[src/rtl/lane_pkg.sv]
package lane_pkg;

    localparam int SIZE_W = 2;

    typedef enum logic [SIZE_W-1:0] {
        SZ_BYTE = 2'd0,
        SZ_HALF = 2'd1,
        SZ_WORD = 2'd2,
        SZ_RSVD = 2'd3
    } xfer_size_e;

endpackage

[src/rtl/lane_decode.sv]
module lane_decode
    import lane_pkg::*;
#(
    parameter int LANES = 4,
    localparam int OFF_W = $clog2(LANES),
    localparam int NB_W  = OFF_W + 1
) (
    input  logic [SIZE_W-1:0] size_code,
    input  logic [OFF_W-1:0]  addr_lo,
    output logic [LANES-1:0]  lane_en,
    output logic              off_bound,
    output logic [NB_W-1:0]   item_bytes
);

    int nb_int;

    always_comb begin
        nb_int    = 1;
        off_bound = 1'b1;
        if (int'(size_code) <= OFF_W) begin
            nb_int    = 1 << int'(size_code);
            off_bound = (int'(addr_lo) % nb_int) != 0;
        end
        item_bytes = NB_W'(nb_int);
        for (int k = 0; k < LANES; k++) begin
            lane_en[k] = !off_bound && (k >= int'(addr_lo))
                         && (k < int'(addr_lo) + nb_int);
        end
    end

    // a suppressed access fires no bank
    always_comb begin
        a_r3_no_enable_when_off: assert (!off_bound || lane_en == '0)
            else $error("bank enabled on misaligned access");
    end

    // a byte transfer lights exactly one bank
    always_comb begin
        a_r1_byte_onehot: assert (size_code != SZ_BYTE || $countones(lane_en) == 1)
            else $error("byte transfer not one-hot");
    end

    // number of enabled banks equals the item size
    always_comb begin
        a_r2_count_matches: assert (off_bound || $countones(lane_en) == int'(item_bytes))
            else $error("enable count differs from item size");
    end

endmodule

[src/rtl/lane_wr_steer.sv]
module lane_wr_steer #(
    parameter int LANES  = 4,
    parameter int LANE_W = 8,
    localparam int OFF_W  = $clog2(LANES),
    localparam int NB_W   = OFF_W + 1,
    localparam int DATA_W = LANES * LANE_W
) (
    input  logic              big_endian,
    input  logic [OFF_W-1:0]  addr_lo,
    input  logic [NB_W-1:0]   item_bytes,
    input  logic [LANES-1:0]  lane_en,
    input  logic [DATA_W-1:0] core_wdata,
    output logic [DATA_W-1:0] mem_wdata
);

    int src;

    always_comb begin
        mem_wdata = '0;
        src       = 0;
        for (int k = 0; k < LANES; k++) begin
            if (big_endian) src = int'(addr_lo) + int'(item_bytes) - 1 - k;
            else            src = k - int'(addr_lo);
            if (lane_en[k] && src >= 0 && src < LANES)
                mem_wdata[k*LANE_W +: LANE_W] = core_wdata[src*LANE_W +: LANE_W];
        end
    end

endmodule

[src/rtl/lane_rd_align.sv]
module lane_rd_align #(
    parameter int LANES  = 4,
    parameter int LANE_W = 8,
    localparam int OFF_W  = $clog2(LANES),
    localparam int NB_W   = OFF_W + 1,
    localparam int DATA_W = LANES * LANE_W
) (
    input  logic              big_endian,
    input  logic              sign_ext,
    input  logic              off_bound,
    input  logic [OFF_W-1:0]  addr_lo,
    input  logic [NB_W-1:0]   item_bytes,
    input  logic [DATA_W-1:0] mem_rdata,
    output logic [DATA_W-1:0] core_rdata
);

    int   lane;
    logic fill;

    always_comb begin
        core_rdata = '0;
        lane       = 0;
        fill       = 1'b0;
        if (!off_bound) begin
            for (int j = 0; j < LANES; j++) begin
                if (j < int'(item_bytes)) begin
                    if (big_endian) lane = int'(addr_lo) + int'(item_bytes) - 1 - j;
                    else            lane = int'(addr_lo) + j;
                    if (lane >= 0 && lane < LANES)
                        core_rdata[j*LANE_W +: LANE_W] = mem_rdata[lane*LANE_W +: LANE_W];
                    if (j == int'(item_bytes) - 1)
                        fill = sign_ext && core_rdata[j*LANE_W + LANE_W - 1];
                end else begin
                    core_rdata[j*LANE_W +: LANE_W] = {LANE_W{fill}};
                end
            end
        end
    end

    // with sign extension the top byte copies the sign of the item
    always_comb begin
        a_r9_top_byte_fill: assert (off_bound || !sign_ext || int'(item_bytes) >= LANES
                || core_rdata[DATA_W-1:DATA_W-LANE_W] == {LANE_W{core_rdata[int'(item_bytes)*LANE_W-1]}})
            else $error("sign fill mismatch");
    end

endmodule

[src/rtl/lane_steer.sv]
module lane_steer
    import lane_pkg::*;
#(
    parameter int LANES  = 4,
    parameter int LANE_W = 8,
    localparam int OFF_W  = $clog2(LANES),
    localparam int NB_W   = OFF_W + 1,
    localparam int DATA_W = LANES * LANE_W
) (
    input  logic              big_endian,
    input  logic [SIZE_W-1:0] xfer_size,
    input  logic [OFF_W-1:0]  addr_lo,
    input  logic              sign_ext,
    input  logic [DATA_W-1:0] core_wdata,
    input  logic [DATA_W-1:0] mem_rdata,
    output logic [LANES-1:0]  bank_en,
    output logic [DATA_W-1:0] mem_wdata,
    output logic [DATA_W-1:0] core_rdata,
    output logic              misaligned
);

    logic [NB_W-1:0] item_bytes;

    lane_decode #(.LANES(LANES)) u_decode (
        .size_code  (xfer_size),
        .addr_lo    (addr_lo),
        .lane_en    (bank_en),
        .off_bound  (misaligned),
        .item_bytes (item_bytes)
    );

    lane_wr_steer #(.LANES(LANES), .LANE_W(LANE_W)) u_wr (
        .big_endian (big_endian),
        .addr_lo    (addr_lo),
        .item_bytes (item_bytes),
        .lane_en    (bank_en),
        .core_wdata (core_wdata),
        .mem_wdata  (mem_wdata)
    );

    lane_rd_align #(.LANES(LANES), .LANE_W(LANE_W)) u_rd (
        .big_endian (big_endian),
        .sign_ext   (sign_ext),
        .off_bound  (misaligned),
        .addr_lo    (addr_lo),
        .item_bytes (item_bytes),
        .mem_rdata  (mem_rdata),
        .core_rdata (core_rdata)
    );

    // lanes of disabled banks stay quiet
    generate
        for (genvar k = 0; k < LANES; k++) begin : g_lane_chk
            always_comb begin
                a_r10_idle_lane_zero: assert (bank_en[k] || mem_wdata[k*LANE_W +: LANE_W] == '0)
                    else $error("data on disabled lane");
            end
        end
    endgenerate

    // a misaligned access returns nothing to the core
    always_comb begin
        a_r11_no_read_when_off: assert (!misaligned || core_rdata == '0)
            else $error("read data on misaligned access");
    end

endmodule

[config.mk]
export PLATFORM = sky130hd
export DESIGN_NAME = lane_steer
export DESIGN_NICKNAME = d
export VERILOG_FILES = /design/src/rtl/lane_pkg.sv /design/src/rtl/lane_decode.sv /design/src/rtl/lane_wr_steer.sv /design/src/rtl/lane_rd_align.sv /design/src/rtl/lane_steer.sv
export SDC_FILE = /design/constraint.sdc
export NUM_CORES = 1
export LEC_CHECK = 0
export ABC_AREA = 1
export BUFFER_PORTS_ARGS = -buffer_cell sky130_fd_sc_hd__clkbuf_2
export CAP_MARGIN = 5
export CORE_ASPECT_RATIO = 1.4
export CORE_MARGIN = 2
export CORE_UTILIZATION = 61
export DETAILED_ROUTE_END_ITERATION = 7
export PLACE_DENSITY_LB_ADDON = 0.15
export SETUP_SLACK_MARGIN = 0.5
export SLEW_MARGIN = 20
export SYNTH_ARGS = -nofsm -noshare
export SYNTH_HDL_FRONTEND = slang
export SYNTH_SLANG_ARGS = --single-unit
[constraint.sdc]
create_clock -name vclk -period 46.5
set_input_delay 6.975 -clock vclk [all_inputs]
set_output_delay 6.975 -clock vclk [all_outputs]
set_load 0.01 [all_outputs]
==> out/qor.csv, run 1 <==
stage,metric,value,unit
synthesis,synth_cell_types,68,
timing,worst_slew_pin_slew,942,ps
min_path,hold_class,input pin to primary output,
timing,fin_crit,43630,ps
synthesis,yosys.area_share.adder,4.12,%
power_and_ir_drop,p_seq_share,0,%
floorplanning,die_h,229,um
synthesis,synth_top_family_by_area,simple AND/OR/NAND/NOR gates,
power_and_ir_drop,p_leak,12.0,nW
worst_setup_path,critPathCapture,mem_wdata[31],
synthesis,synthSimpleGateAreaFrac,66.8,%
power_and_ir_drop,power_frac_clock,0,%
timing,hold_viol,0,
route,drc,0,
synthesis,synth_nets,4200,
power_and_ir_drop,sw_frac_of_total,72.0,%
synthesis,synth_compound_area_share,10.5,%
route,dr.first_iter.drc_count,1996,
synthesis,yosysWarnings,0,
final_layout,most-common-layout-cells,"nand2_1 (1172), inv_1 (563), nor2_1 (459)",
placement,place_ws,-76.4,ps
floorplanning,fp-row-count,82,
power_and_ir_drop,peakVddDrop,0.0479,mV
final_layout,fill_cells,3845,
worst_setup_path,cp_common_cell,inv_1,
floorplanning,core,35700,um2
placement,place.gp.congestion,1.04,
global_route,grt_overflow,0,
worst_setup_path,criticalPathCategory,input pin to primary output,
final_layout,area_growth,2.99,%
power_and_ir_drop,totalPowerFinal,1.38,mW
final_layout,fin_nets,4283,
synthesis,yosys.area_share.xor_xnor,3.17,%
floorplanning,io_pins,139,
synthesis,synth.area.mux_share,0,%
timing,fin_ws,2870,ps
floorplanning,initial_core_util,61.7,%
run,maxCapViolCount,0,
placement,dp_hpwl,62300,um
final_layout,utilization,63.6,%
power_and_ir_drop,switchingPower,0.992,mW
final_layout,final_area,22700,um2
final_layout,final_common_cell,nand2_1,
worst_setup_path,startpoint_type,input pin,
worst_setup_path,arrival,36660,ps
timing,setup_viol,0,
synthesis,yosysSeqAreaShare,0,%
global_route,grt_pass1_wl,118000,um
worst_setup_path,worstPathMaxFanout,41,
placement,io_buffers,139,
placement,postPlaceCellArea,22400,um2
route,dr.pass1.iters,6,
worst_setup_path,required,39520,ps
power_and_ir_drop,internal-power,0.385,mW
route,vias,26253,
timing,max_slew_margin,36.8,%
power_and_ir_drop,powerDensity,60.7,nW/um2
final_layout,antenna_cells,0,
outcome,status,finished clean,
worst_setup_path,crit_path_top_delay_cell,ha_2,
global_route,grt_pass1_vias,24224,
global_route,grt_max_degree,84,
power_and_ir_drop,pwr-share-comb,100.0,%
floorplanning,die_area,37700,um2
final_layout,seq_cells,0,
route,ant_nets,0,
global_route,track_usage,38.1,%
synthesis,syn_inst,4058,
timing,timing.fmax,22.9,MHz
route,viasPerCell,5.71,
synthesis,syn_area,22000,um2
timing,min_period_over_period,93.8,%
timing,rsz0062_at_grt,no,
final_layout,multiInputGateArea,18800,um2
route,drt_wl_total,75400,um
floorplanning,dieWidth,165,um
global_route,antenna_found_initial,0,
route,routedWlPerCell,16.4,um
worst_setup_path,critPathMaxStageDelay,460,ps
final_layout,drive_above_1_share,21.5,%
final_layout,clkbuf_count,0,
final_layout,ff_latch_area,0,um2
clock_network,hold_buffers,0,
worst_setup_path,startpoint,xfer_size[1],
timing,slew_violations,0,
worst_setup_path,end_kind,primary output,
synthesis,avgSynthCellArea,5.43,um2
==> layer usage <==
layer | vias up | track usage, % | share of wire, %
li1 | 13116 | - | -
met1 | 11612 | 41.6 | 37
met2 | 1125 | 67.6 | 48
met3 | 400 | 3.85 | 5.7
met4 | 0 | 27.2 | 9.0
met5 | - | 0 | 0
==> stage by stage <==
step,hold slack (ps),cells,TNS [ps]
after floorplan,14260,4058,0
after global placement,14470,4580,0
after detailed placement,14470,4580,-1310
after CTS,14480,4582,0
after global routing,14530,4601,0
final,14480,4601,0
==> synthesized netlist by cell type (20+ instances only) <==
cell | n | area [um2]
inv_2 | 55 | 206
nor2_2 | 125 | 782
xor2_1 | 57 | 499
nand4_1 | 149 | 932
nor3_1 | 28 | 140
nor2_1 | 464 | 1740
nand3b_1 | 44 | 330
nand2_4 | 73 | 822
o21ai_0 | 202 | 1010
nor2_4 | 72 | 811
xnor2_1 | 21 | 184
nand2_1 | 1173 | 4400
o21ai_2 | 34 | 298
o21ai_1 | 29 | 145
inv_1 | 563 | 2110
clkbuf_1 | 20 | 75.1
nand2_2 | 155 | 970
nand3_2 | 95 | 951
nand3_4 | 27 | 473
nand3_1 | 333 | 1670
a21oi_1 | 69 | 345
ha_1 | 71 | 888
==> critical path, delay by kind of cell <==
kind | cells | cell delay (ps)
xor+xnor | 1 | 220
simple gates | 89 | 13980
fa+ha+maj | 15 | 5320
buf+inv | 27 | 3580
compound gates | 32 | 6470
==> power by group through the flow <==
stage | sequential, mW | combinational [mW] | clock [mW]
after floorplan | 0 | 1.05 | 0
after global placement | 0 | 1.34 | 0
after detailed placement | 0 | 1.34 | 0
after CTS | 0 | 1.34 | 0
after global routing | 0 | 1.51 | 0
final | 0 | 1.38 | 0
==> layout make-up <==
type	count	share of cell area, %
Inverter	637	10.6
Multi-Input combinational cell	3337	82.8
Tap cell	462	2.55
Timing Repair Buffer	165	4.03
==> worst min path at each step <==
stage                        start  cells after the start            end  slack, ps
CTS                  core_wdata[8]                      6  mem_wdata[24]      14480
finish               core_wdata[8]                      6  mem_wdata[24]      14480
detailed placement   core_wdata[8]                      6  mem_wdata[24]      14470
global placement     core_wdata[8]                      6  mem_wdata[24]      14470
global route         core_wdata[8]                      6  mem_wdata[24]      14530
floorplan           core_wdata[10]                      4  mem_wdata[10]      14260
==> repair_timing <==
item                       CTS  global route
setup endpoints to repair   69            69
resized for setup            2            19
gates cloned                 2             6
buffers inserted             0            13
pin swaps                    2             9
==> cells by family (layout without fill, tap and decap cells) <==
kind of cell               Yosys count  count (layout)
AOI/OAI and AO/OA                  392             392
and+or+nand+nor                   2786            2794
xor gates and xnor gates            79              79
adders and majority gates           72              72
buffers and inverters              729             802
Note: power is estimated with default switching activity, not from simulation.
==> run 2: changes to the inputs <==
--- a/config.mk
+++ b/config.mk
@@ -13,6 +13,7 @@
 export CORE_UTILIZATION = 61
 export DETAILED_ROUTE_END_ITERATION = 7
 export PLACE_DENSITY_LB_ADDON = 0.15
+export RECOVER_POWER = 50
 export SETUP_SLACK_MARGIN = 0.5
 export SLEW_MARGIN = 20
 export SYNTH_ARGS = -nofsm -noshare
==> out/qor.csv, run 2 (synthesized netlist as in run 1, its figures left out) <==
stage,metric,value,unit
power_and_ir_drop,pwr-share-comb,100.0,%
route,dr.pass1.iters,7,
timing,max_slew_margin,36.8,%
global_route,track_usage,38.1,%
route,drt_wl_total,75200,um
route,drc,0,
worst_setup_path,startpoint_type,input pin,
worst_setup_path,worstPathMaxFanout,41,
worst_setup_path,criticalPathCategory,input pin to primary output,
timing,setup_tns,0,ps
final_layout,seq_cells,0,
floorplanning,die_h,229,um
timing,min_period_over_period,94.3,%
timing,hold_ws,14480,ps
final_layout,area_growth,2.94,%
floorplanning,die_area,37700,um2
timing,slew_violations,0,
timing,timing.fmax,22.8,MHz
final_layout,ff_latch_area,0,um2
power_and_ir_drop,switchingPower,0.991,mW
min_path,min_path_cells,6,
placement,dp_hpwl,62300,um
worst_setup_path,cp_common_cell,inv_1,
final_layout,fin_nets,4283,
global_route,grt_pass1_vias,24224,
floorplanning,dieWidth,165,um
final_layout,final_common_cell,nand2_1,
worst_setup_path,arrival,36860,ps
run,maxCapViolCount,0,
route,dr.first_iter.drc_count,2023,
timing,rsz0062_at_grt,no,
worst_setup_path,required,39520,ps
power_and_ir_drop,powerDensity,60.6,nW/um2
global_route,grt_pass1_wl,118000,um
outcome,status,finished clean,
power_and_ir_drop,internal-power,0.385,mW
placement,place.gp.congestion,1.04,
final_layout,clkbuf_count,0,
route,ant_nets,0,
timing,worst_slew_pin_slew,943,ps
timing,fin_crit,43830,ps
worst_setup_path,critPathMaxStageDelay,460,ps
power_and_ir_drop,peakVddDrop,0.0480,mV
power_and_ir_drop,p_seq_share,0,%
worst_setup_path,crit_path_top_delay_cell,ha_2,
route,viasPerCell,5.69,
power_and_ir_drop,power_frac_clock,0,%
placement,io_buffers,139,
floorplanning,core,35700,um2
route,routedWlPerCell,16.4,um
final_layout,antenna_cells,0,
floorplanning,initial_core_util,61.7,%
global_route,grt_max_degree,84,
floorplanning,io_pins,139,
min_path,hold_class,input pin to primary output,
power_and_ir_drop,sw_frac_of_total,72.0,%
timing,setup_viol,0,
timing,hold_viol,0,
global_route,antenna_found_initial,0,
power_and_ir_drop,p_leak,12.0,nW
floorplanning,fp-row-count,82,
worst_setup_path,end_kind,primary output,
final_layout,most-common-layout-cells,"nand2_1 (1172), inv_1 (563), nor2_1 (460)",
global_route,grt_overflow,0,
route,vias,26193,
final_layout,fill_cells,3846,
final_layout,drive_above_1_share,21.4,%
==> run 2: what timing repair did <==
action	in CTS	in global routing
buffers inserted	0	13
pin swaps	2	9
cloned	2	6
hold buffers	0	0
resized for setup	2	19
endpoints found under the setup margin	69	69
==> run 2: final cells by class <==
cell class / count / area (um2) / area share (%)
Inverter: 637 / 2410 / 10.6
Multi-Input combinational cell: 3337 / 18800 / 82.8
Tap cell: 462 / 578 / 2.55
Timing Repair Buffer: 165 / 916 / 4.04
==> run 2: path summary, 6_finish.rpt <==
| path | startpoint | end | slack [ps] |
|---|---|---|---|
| worst max-delay path | xfer_size[1] | mem_wdata[31] | 2670 |
| worst min-delay path | core_wdata[8] | mem_wdata[24] | 14480 |
==> run 2: per-stage QoR <==
stage	setup slack [ps]	utilization, %	instances	area [um2]	power, mW
after floorplan	4720	-	4058	22000	1.05
after global placement	821	62.8	4580	22400	1.34
after detailed placement	-76.4	62.8	4580	22400	1.34
after CTS	633	62.9	4582	22500	1.34
after global routing	246	63.6	4601	22700	1.51
final	2670	63.6	4601	22700	1.38
==> run 2: routing by layer <==
layer	part of all wire [%]	routed length (um)	GRT usage, %	up-vias
li1	-	-	-	13113
met1	37	27900	41.6	11576
met2	48	36200	67.6	1112
met3	5.7	4310	3.85	392
met4	9.0	6750	27.2	0
met5	0	0	0	-
==> run 2: power groups by stage <==
stage | logic [mW] | clock network [mW] | registers (mW)
2_1_floorplan | 1.05 | 0 | 0
3_3_place_gp | 1.34 | 0 | 0
3_5_place_dp | 1.34 | 0 | 0
4_1_cts | 1.34 | 0 | 0
5_1_grt | 1.51 | 0 | 0
6_report | 1.38 | 0 | 0
==> run 2: worst max-delay path: cells and delay by family <==
kind / cells / cell delay, ps
compound gates: 32 / 6530
xor+xnor: 1 / 220
fa+ha+maj: 15 / 5330
buf+inv: 27 / 3570
simple gates: 89 / 14120
